File: src/rtl/csf_pkg.sv
package csf_pkg;

  localparam logic [7:0] OP_WRITE  = 8'h02;
  localparam logic [7:0] OP_READ   = 8'h03;
  localparam logic [7:0] OP_BITMOD = 8'h05;
  localparam logic [7:0] OP_RX0    = 8'h90;
  localparam logic [7:0] OP_RX1    = 8'h94;
  localparam logic [7:0] OP_RESET  = 8'hC0;

  localparam logic [7:0] TX_BASE   = 8'h31;
  localparam logic [7:0] RX0_BASE  = 8'h61;
  localparam logic [7:0] RX1_BASE  = 8'h71;

  localparam logic [3:0] NIB_STATUS = 4'hE;
  localparam logic [3:0] NIB_CTRL   = 4'hF;
  localparam logic [7:0] CTRL_RESET = 8'h80;

  typedef enum logic [3:0] {
    ST_OPCODE,
    ST_WR_ADDR,
    ST_WR_DATA,
    ST_RD_ADDR,
    ST_RD_DATA,
    ST_BM_ADDR,
    ST_BM_MASK,
    ST_BM_DATA,
    ST_DISCARD
  } cmd_state_e;

endpackage

File: src/rtl/csf_spi_link.sv
module csf_spi_link #(
  parameter int SYNC_STAGES = 2
) (
  input  logic       clk,
  input  logic       rst_n,
  input  logic       sck,
  input  logic       cs_n,
  input  logic       mosi,
  input  logic [7:0] tx_byte,
  output logic       miso,
  output logic       link_active,
  output logic       byte_valid,
  output logic [7:0] byte_data
);

  localparam int TOP = SYNC_STAGES - 1;

  logic [TOP:0] sck_sync, cs_sync, mosi_sync;
  logic         sck_prev;
  logic [2:0]   bit_cnt;
  logic [6:0]   rx_shift;
  logic [7:0]   tx_shift;

  always_ff @(posedge clk or negedge rst_n) begin
    if (!rst_n) begin
      sck_sync  <= '0;
      cs_sync   <= '1;
      mosi_sync <= '0;
      sck_prev  <= 1'b0;
    end else begin
      sck_sync  <= {sck_sync[TOP-1:0], sck};
      cs_sync   <= {cs_sync[TOP-1:0], cs_n};
      mosi_sync <= {mosi_sync[TOP-1:0], mosi};
      sck_prev  <= sck_sync[TOP];
    end
  end

  logic sck_rise, sck_fall;
  assign link_active = !cs_sync[TOP];
  assign sck_rise    = sck_sync[TOP] && !sck_prev;
  assign sck_fall    = !sck_sync[TOP] && sck_prev;

  always_ff @(posedge clk or negedge rst_n) begin
    if (!rst_n) begin
      bit_cnt    <= '0;
      rx_shift   <= '0;
      tx_shift   <= '0;
      byte_valid <= 1'b0;
      byte_data  <= '0;
    end else if (!link_active) begin
      bit_cnt    <= '0;
      tx_shift   <= '0;
      byte_valid <= 1'b0;
    end else begin
      byte_valid <= 1'b0;
      if (sck_rise) begin
        rx_shift <= {rx_shift[5:0], mosi_sync[TOP]};
        bit_cnt  <= bit_cnt + 3'd1;
        if (bit_cnt == 3'd7) begin
          byte_valid <= 1'b1;
          byte_data  <= {rx_shift, mosi_sync[TOP]};
        end
      end
      if (sck_fall) begin
        if (bit_cnt == 3'd0) tx_shift <= tx_byte;
        else                 tx_shift <= {tx_shift[6:0], 1'b0};
      end
    end
  end

  assign miso = link_active && tx_shift[7];

endmodule

File: src/rtl/csf_cmd_decode.sv
module csf_cmd_decode
  import csf_pkg::*;
#(
  parameter int ADDR_W = 7
) (
  input  logic              clk,
  input  logic              rst_n,
  input  logic              link_active,
  input  logic              byte_valid,
  input  logic [7:0]        byte_data,
  input  logic [7:0]        rd_data,
  output logic [ADDR_W-1:0] ptr,
  output logic              wr_en,
  output logic [7:0]        wr_data,
  output logic              soft_reset,
  output logic [7:0]        tx_byte,
  output logic [2:0]        rts
);

  cmd_state_e state;
  logic [7:0] mask_q;

  logic is_load, is_rts;
  assign is_load = (byte_data[7:3] == 5'b01000) && !byte_data[0] &&
                   (byte_data[2:1] != 2'b11);
  assign is_rts  = (byte_data[7:3] == 5'b10000);

  assign wr_en = byte_valid && ((state == ST_WR_DATA) || (state == ST_BM_DATA));
  assign wr_data = (state == ST_BM_DATA) ?
                   ((rd_data & ~mask_q) | (byte_data & mask_q)) : byte_data;
  assign soft_reset = byte_valid && (state == ST_OPCODE) && (byte_data == OP_RESET);
  assign tx_byte = (state == ST_RD_DATA) ? rd_data : 8'h00;

  always_ff @(posedge clk or negedge rst_n) begin
    if (!rst_n) begin
      state  <= ST_OPCODE;
      ptr    <= '0;
      mask_q <= '0;
      rts    <= '0;
    end else if (!link_active) begin
      state <= ST_OPCODE;
      rts   <= '0;
    end else begin
      rts <= '0;
      if (byte_valid) begin
        unique case (state)
          ST_OPCODE: begin
            if (byte_data == OP_WRITE)       state <= ST_WR_ADDR;
            else if (byte_data == OP_READ)   state <= ST_RD_ADDR;
            else if (byte_data == OP_BITMOD) state <= ST_BM_ADDR;
            else if (is_load) begin
              ptr   <= ADDR_W'(TX_BASE + {2'b00, byte_data[2:1], 4'h0});
              state <= ST_WR_DATA;
            end else if (byte_data == OP_RX0) begin
              ptr   <= ADDR_W'(RX0_BASE);
              state <= ST_RD_DATA;
            end else if (byte_data == OP_RX1) begin
              ptr   <= ADDR_W'(RX1_BASE);
              state <= ST_RD_DATA;
            end else begin
              if (is_rts) rts <= byte_data[2:0];
              state <= ST_DISCARD;
            end
          end
          ST_WR_ADDR: begin
            ptr   <= byte_data[ADDR_W-1:0];
            state <= ST_WR_DATA;
          end
          ST_WR_DATA: ptr <= ptr + 1'b1;
          ST_RD_ADDR: begin
            ptr   <= byte_data[ADDR_W-1:0];
            state <= ST_RD_DATA;
          end
          ST_RD_DATA: ptr <= ptr + 1'b1;
          ST_BM_ADDR: begin
            ptr   <= byte_data[ADDR_W-1:0];
            state <= ST_BM_MASK;
          end
          ST_BM_MASK: begin
            mask_q <= byte_data;
            state  <= ST_BM_DATA;
          end
          ST_BM_DATA: state <= ST_DISCARD;
          default:    state <= ST_DISCARD;
        endcase
      end
    end
  end

endmodule

File: src/rtl/csf_regfile.sv
module csf_regfile
  import csf_pkg::*;
#(
  parameter int ADDR_W = 7
) (
  input  logic              clk,
  input  logic              rst_n,
  input  logic              soft_reset,
  input  logic              spi_wr_en,
  input  logic [ADDR_W-1:0] spi_addr,
  input  logic [7:0]        spi_wr_data,
  output logic [7:0]        spi_rd_data,
  input  logic [ADDR_W-1:0] core_rd_addr,
  output logic [7:0]        core_rd_data,
  input  logic              core_wr_valid,
  output logic              core_wr_ready,
  input  logic [ADDR_W-1:0] core_wr_addr,
  input  logic [7:0]        core_wr_data,
  output logic [2:0]        mode
);

  localparam int DEPTH = 1 << ADDR_W;
  localparam logic [ADDR_W-1:0] CTRL_IDX = ADDR_W'(15);

  logic [7:0] mem [DEPTH];
  logic [7:0] ctrl_q;
  assign ctrl_q = mem[CTRL_IDX];
  assign mode   = ctrl_q[7:5];

  logic [ADDR_W-1:0] spi_idx, core_idx;
  logic              spi_ok, core_ok;
  assign spi_idx  = (spi_addr[3:0] == NIB_CTRL) ? CTRL_IDX : spi_addr;
  assign core_idx = (core_wr_addr[3:0] == NIB_CTRL) ? CTRL_IDX : core_wr_addr;
  assign spi_ok   = spi_wr_en && (spi_addr[3:0] != NIB_STATUS);
  assign core_ok  = core_wr_valid && core_wr_ready &&
                    (core_wr_addr[3:0] != NIB_STATUS);
  assign core_wr_ready = !(spi_wr_en || soft_reset);

  always_comb begin
    if (spi_addr[3:0] == NIB_STATUS)    spi_rd_data = {ctrl_q[7:5], 5'b0};
    else if (spi_addr[3:0] == NIB_CTRL) spi_rd_data = ctrl_q;
    else                                spi_rd_data = mem[spi_addr];
    if (core_rd_addr[3:0] == NIB_STATUS)    core_rd_data = {ctrl_q[7:5], 5'b0};
    else if (core_rd_addr[3:0] == NIB_CTRL) core_rd_data = ctrl_q;
    else                                    core_rd_data = mem[core_rd_addr];
  end

  always_ff @(posedge clk or negedge rst_n) begin
    if (!rst_n) begin
      for (int i = 0; i < DEPTH; i++) mem[i] <= (i == 15) ? CTRL_RESET : 8'h00;
    end else if (soft_reset) begin
      for (int i = 0; i < DEPTH; i++) mem[i] <= (i == 15) ? CTRL_RESET : 8'h00;
    end else if (spi_ok) begin
      mem[spi_idx] <= spi_wr_data;
    end else if (core_ok) begin
      mem[core_idx] <= core_wr_data;
    end
  end

endmodule

File: src/rtl/can_spi_frontend.sv
module can_spi_frontend #(
  parameter int ADDR_W      = 7,
  parameter int SYNC_STAGES = 2
) (
  input  logic              clk,
  input  logic              rst_n,
  input  logic              spi_sck,
  input  logic              spi_cs_n,
  input  logic              spi_mosi,
  output logic              spi_miso,
  input  logic [ADDR_W-1:0] core_rd_addr,
  output logic [7:0]        core_rd_data,
  input  logic              core_wr_valid,
  output logic              core_wr_ready,
  input  logic [ADDR_W-1:0] core_wr_addr,
  input  logic [7:0]        core_wr_data,
  output logic [2:0]        tx_rts,
  output logic [2:0]        op_mode
);

  logic              link_active, byte_valid, wr_en, soft_reset;
  logic [7:0]        byte_data, tx_byte, rd_data, wr_data;
  logic [ADDR_W-1:0] ptr;

  csf_spi_link #(.SYNC_STAGES(SYNC_STAGES)) u_link (
    .clk(clk), .rst_n(rst_n), .sck(spi_sck), .cs_n(spi_cs_n), .mosi(spi_mosi),
    .tx_byte(tx_byte), .miso(spi_miso), .link_active(link_active),
    .byte_valid(byte_valid), .byte_data(byte_data)
  );

  csf_cmd_decode #(.ADDR_W(ADDR_W)) u_dec (
    .clk(clk), .rst_n(rst_n), .link_active(link_active),
    .byte_valid(byte_valid), .byte_data(byte_data), .rd_data(rd_data),
    .ptr(ptr), .wr_en(wr_en), .wr_data(wr_data), .soft_reset(soft_reset),
    .tx_byte(tx_byte), .rts(tx_rts)
  );

  csf_regfile #(.ADDR_W(ADDR_W)) u_regs (
    .clk(clk), .rst_n(rst_n), .soft_reset(soft_reset),
    .spi_wr_en(wr_en), .spi_addr(ptr), .spi_wr_data(wr_data),
    .spi_rd_data(rd_data), .core_rd_addr(core_rd_addr),
    .core_rd_data(core_rd_data), .core_wr_valid(core_wr_valid),
    .core_wr_ready(core_wr_ready), .core_wr_addr(core_wr_addr),
    .core_wr_data(core_wr_data), .mode(op_mode)
  );

endmodule

File: config.mk
export PLATFORM = sky130hd
export DESIGN_NAME = can_spi_frontend
export DESIGN_NICKNAME = d
export VERILOG_FILES = /design/src/rtl/csf_pkg.sv /design/src/rtl/csf_spi_link.sv /design/src/rtl/csf_cmd_decode.sv /design/src/rtl/csf_regfile.sv /design/src/rtl/can_spi_frontend.sv
export SDC_FILE = /design/constraint.sdc
export NUM_CORES = 2
export LEC_CHECK = 0
export BUFFER_PORTS_ARGS = -buffer_cell sky130_fd_sc_hd__buf_4
export CAP_MARGIN = 25
export CELL_PAD_IN_SITES_DETAIL_PLACEMENT = 1
export CELL_PAD_IN_SITES_GLOBAL_PLACEMENT = 2
export CORE_MARGIN = 3
export CORE_UTILIZATION = 35
export DETAILED_ROUTE_END_ITERATION = 8
export HOLD_SLACK_MARGIN = 0.02
export PLACE_DENSITY = 0.71
export SYNTH_ARGS = -nofsm -noshare
export SYNTH_HDL_FRONTEND = slang
export SYNTH_SLANG_ARGS = --single-unit
File: constraint.sdc
create_clock -name clk -period 6.3 [get_ports clk]
set_input_delay 1.26 -clock clk [delete_from_list [all_inputs] [get_ports clk]]
set_output_delay 1.26 -clock clk [all_outputs]
set_load 0.005 [all_outputs]
==> metrics.md <==
| Metric | Value |
|---|---|
| Share of layout cells above drive strength 1 | `21.31%` |
| Number of synthesized flops with an enable pin | `0` |
| Met1 GRT Util | `47.07%` |
| Power Density | `274.7 nW/um^2` |
| Syn_area_per_cell | `10.50 sq um` |
| Reg2reg end | `u_regs.mem[26]` |
| Final hold violation count | `0` |
| Worst min path class | `flip-flop to flip-flop` |
| Slew Viols, Final | `0` |
| Vias in the first global route | `61483` |
| Final Skew | `0.03513 ns` |
| CORE AREA | `185600 sq um` |
| Worst-margin pin slew | `1.239 ns` |
| Hold-critical path endpoint | `u_link.mosi_sync[1]` |
| Post-synthesis net count | `6276` |
| Wire length after detailed routing | `359.1 mm` |
| Sum of negative setup slack | `0 ns` |
| Multiplexer share of the synthesized area | `21.49%` |
| Largest net degree at the start of global routing | `140` |
| Fmax | `0.1631 GHz` |
| Total CTS buffers | `137` |
| M2 GR Usage | `54.08%` |
| Via Count | `62464` |
| Busiest layer in global routing | `met2` |
| DRT iter0 DRCs | `8568` |
| Hold Path Stages | `0` |
| RePlAce Congestion | `1.006` |
| Die width | `438.6 um` |
| Post-Syn Area | `65500 sq um` |
| DRT Pass-1 Iters | `6` |
| Max-slew headroom | `17.19%` |
| Rows | `158` |
| Die extent in y | `438.6 um` |
| Req. time, crit path | `5.04 ns` |
| Via density | `7.170` |
| RSZ-0062 raised after global routing | `false` |
| I/O Pins | `44` |
| Asr flop ratio synth | `100.0%` |
| Adder-cell share of the synthesized area | `0.1528%` |
| Gr usage total | `36.77%` |
| Clock buffer depth | `3` |
| #FFs+latches synth | `1080` |
| NumNets Final | `6136` |
| Fin crit period | `6.131 ns` |
| Placed inst area | `69100 sq um` |
| Fin crit share | `97.31%` |
| Slowest-stage cell, CP | `mux2i_1` |
| Crit end category | `primary output` |
| Reg2Reg Depth | `14` |
| Die ar. | `192400 sq um` |
| Post-CTS sizing | `0` |
| Crit Path Max Fanout | `26` |
| Buffers on Ports | `43` |
| Status | `finished, final reports clean` |
| Synth Area in XOR/XNOR | `0.04011%` |
| Root buf cell | `clkbuf_16` |
| Max Cap Viol | `0` |
| Layout fillers | `20141` |
| Worst supply voltage drop on vdd | `298.2 uV` |
| DRT antenna net count | `0` |
| M3 GR Usage | `10.95%` |
| Startpoint Class | `primary input` |
| Area Overhead vs Synth | `12.74%` |
| Worst path arrival time | `4.87 ns` |
| Post-synth top flop | `dfrtp_1` |
| H-tree depth | `4` |
| CTS tree | `built` |
| Num Clock Sinks | `1080` |
| Post-synthesis compound-gate area fraction | `20.93%` |
| Synth Warn # | `0` |
| Remaining global-route overflow | `0` |
| Post-synth cell types | `78` |
| Routed WL per cell | `41.22 um` |
| DR DRC count | `0` |
| Clk Latency, worst-skew pair | `0.85 ns` |
| Pleak | `26.62 nW` |
| Final setup fails | `0` |
| Starting density of the core | `35.29%` |
| Max stage delay on crit path | `0.68 ns` |
| Gate Count Post-Synth | `6240` |
| Clk slew on worst S/H paths | `0.06 ns` |
| Hold buffers post-CTS | `0` |
| Fin area | `73850 sq um` |
| Crit-path cells | `buf_8, buf_12, buf_12, mux4_2, mux4_2, mux2i_1, buf_4, mux4_2, o21ai_0, buf_4` |
| Post-synthesis sequential area ratio | `41.27%` |
| CP Class | `primary input to primary output` |
| Largest family of logic cells by synthesized area | `multiplexers` |
| Initial antenna violation count | `26` |
| Most frequent CP cell | `mux4_2` |
| Synth Area in Simple Gates | `11.29%` |
| First-pass GRT wire length | `501.5 mm` |
| # Post-CTS Setup Buffers | `0` |
| Hold_sp | `u_link.mosi_sync[0]` |
| Reg-to-reg startpoint | `u_dec.ptr[1]` |
| FF-to-FF setup slack | `0.64 ns` |
| Dpl hpwl | `244.1 mm` |
## layout by cell type, fill, tap and decap left out, types with 133 or more instances in the layout
cell type	count
nand3_1	133
o21ai_0	473
nand2_1	786
buf_4	297
clkbuf_16	138
o22ai_1	299
a21oi_1	454
dfrtp_1	1071
mux4_2	550
nor2_1	632
o221ai_1	351
## stage by stage
stage,utilization (%),power (W),cells,worst slack [ns],hold WS (ns)
finish,39.78,0.02029,8712,0.1694,0.3565
global route,39.76,0.02084,8693,0.2185,0.3607
CTS,39.71,0.02020,8680,0.1821,0.3601
detailed placement,37.22,0.01193,8432,0.1796,0.3386
global placement,37.21,0.01183,8430,0.2059,0.3510
floorplan,-,0.01020,6240,1.047,0.3312
## where the power goes
part           internal (W)  switching (W)  total, W  leakage [nW]
Clock               0.00481        0.00348   0.00829          2.27
Sequential          0.00773        0.00118   0.00891          11.2
Combinational       0.00144        0.00165   0.00308          13.2
## synthesized netlist by cell type (10+ instances only)
| master | instances | area share, % |
|---|---|---|
| o21a_1 | 28 | 0.32 |
| a22oi_1 | 75 | 0.86 |
| nor2_1 | 641 | 3.7 |
| o22ai_1 | 299 | 2.9 |
| nor2b_1 | 22 | 0.21 |
| o221ai_1 | 351 | 4.7 |
| mux4_2 | 550 | 19 |
| buf_12 | 10 | 0.31 |
| mux2_2 | 23 | 0.40 |
| clkbuf_1 | 413 | 2.4 |
| nand2_1 | 794 | 4.6 |
| dfrtp_1 | 1077 | 41 |
| buf_6 | 34 | 0.58 |
| a21oi_1 | 454 | 3.5 |
| nand2b_1 | 25 | 0.24 |
| inv_1 | 12 | 0.069 |
| o211ai_1 | 74 | 0.85 |
| a221oi_1 | 22 | 0.29 |
| and2_1 | 23 | 0.22 |
| buf_4 | 31 | 0.36 |
| a211oi_1 | 20 | 0.23 |
| o21ai_1 | 13 | 0.099 |
| o21ai_0 | 474 | 3.6 |
| mux2i_1 | 123 | 1.9 |
| nor4_1 | 39 | 0.37 |
| buf_1 | 54 | 0.31 |
| a221o_1 | 17 | 0.26 |
| buf_2 | 91 | 0.70 |
| a22o_1 | 16 | 0.21 |
| nand3_1 | 133 | 1.0 |
| nor3_1 | 50 | 0.38 |
| o221ai_2 | 100 | 2.3 |
| a31oi_1 | 12 | 0.11 |
## layout make-up
cell class	instances	area (sq um)	area share [%]
clock inverter	51	663.1	0.8980
clock buffer	197	3955	5.356
antenna	23	57.56	0.07794
multi-input combinational	4504	35520	48.10
sequential	1080	27040	36.62
inverter	18	80.08	0.1084
timing repair buffer	359	3426	4.639
tap	2480	3103	4.202
## cells by family (layout without fill, tap and decap cells)
logic type | count (synthesis) | in the layout
other | 0 | 23
multiplexers | 704 | 704
XOR/XNOR | 3 | 3
buffers and inverters | 656 | 625
adder cells (fa/ha/maj) | 8 | 8
AND/OR/NAND/NOR | 1785 | 1785
flip-flops | 1080 | 1080
AO/OA/AOI/OAI | 2004 | 2004
## routing by layer
metal / part of all wire, % / routed length, um / vias to the layer above
met2: 43 / 156000 / 4352
met1: 38 / 135000 / 33015
met3: 11 / 40590 / 1186
met5: 0.033 / 118 / -
li1: - / - / 23891
met4: 7.6 / 27370 / 20
## sequential cells by signal (all words and copies together), names as in the netlist
signal and count:
u_regs.mem 1016, u_dec.mask_q 8, u_link.byte_data 8, u_link.tx_shift 8, u_regs.ctrl_q 8, u_dec.ptr 7
u_link.rx_shift 7, u_dec.state 4, u_dec.rts 3, u_link.bit_cnt 3, u_link.cs_sync 2, u_link.mosi_sync 2
u_link.sck_sync 2, u_link.byte_valid 1, u_link.sck_prev 1
## worst max path at each step
| stage | startpoint | slack [ns] | endpoint | depth (start not counted) |
|---|---|---|---|---|
| after CTS | core_rd_addr[0] | 0.18 | core_rd_data[0] | 10 |
| after detailed placement | core_rd_addr[0] | 0.18 | core_rd_data[0] | 10 |
| after global routing | core_rd_addr[0] | 0.22 | core_rd_data[0] | 10 |
| after floorplan | core_rd_addr[0] | 1.05 | core_rd_data[2] | 8 |
| after global placement | core_rd_addr[0] | 0.21 | core_rd_data[0] | 10 |
| final | core_rd_addr[0] | 0.17 | core_rd_data[0] | 10 |
## worst max-delay path: cells and delay by family
kind | cells | cell delay, ns
buffers and inverters | 5 | 1.35
AO/OA/AOI/OAI | 1 | 0.25
multiplexers | 4 | 1.97
Power figures use the tool's default switching activity.
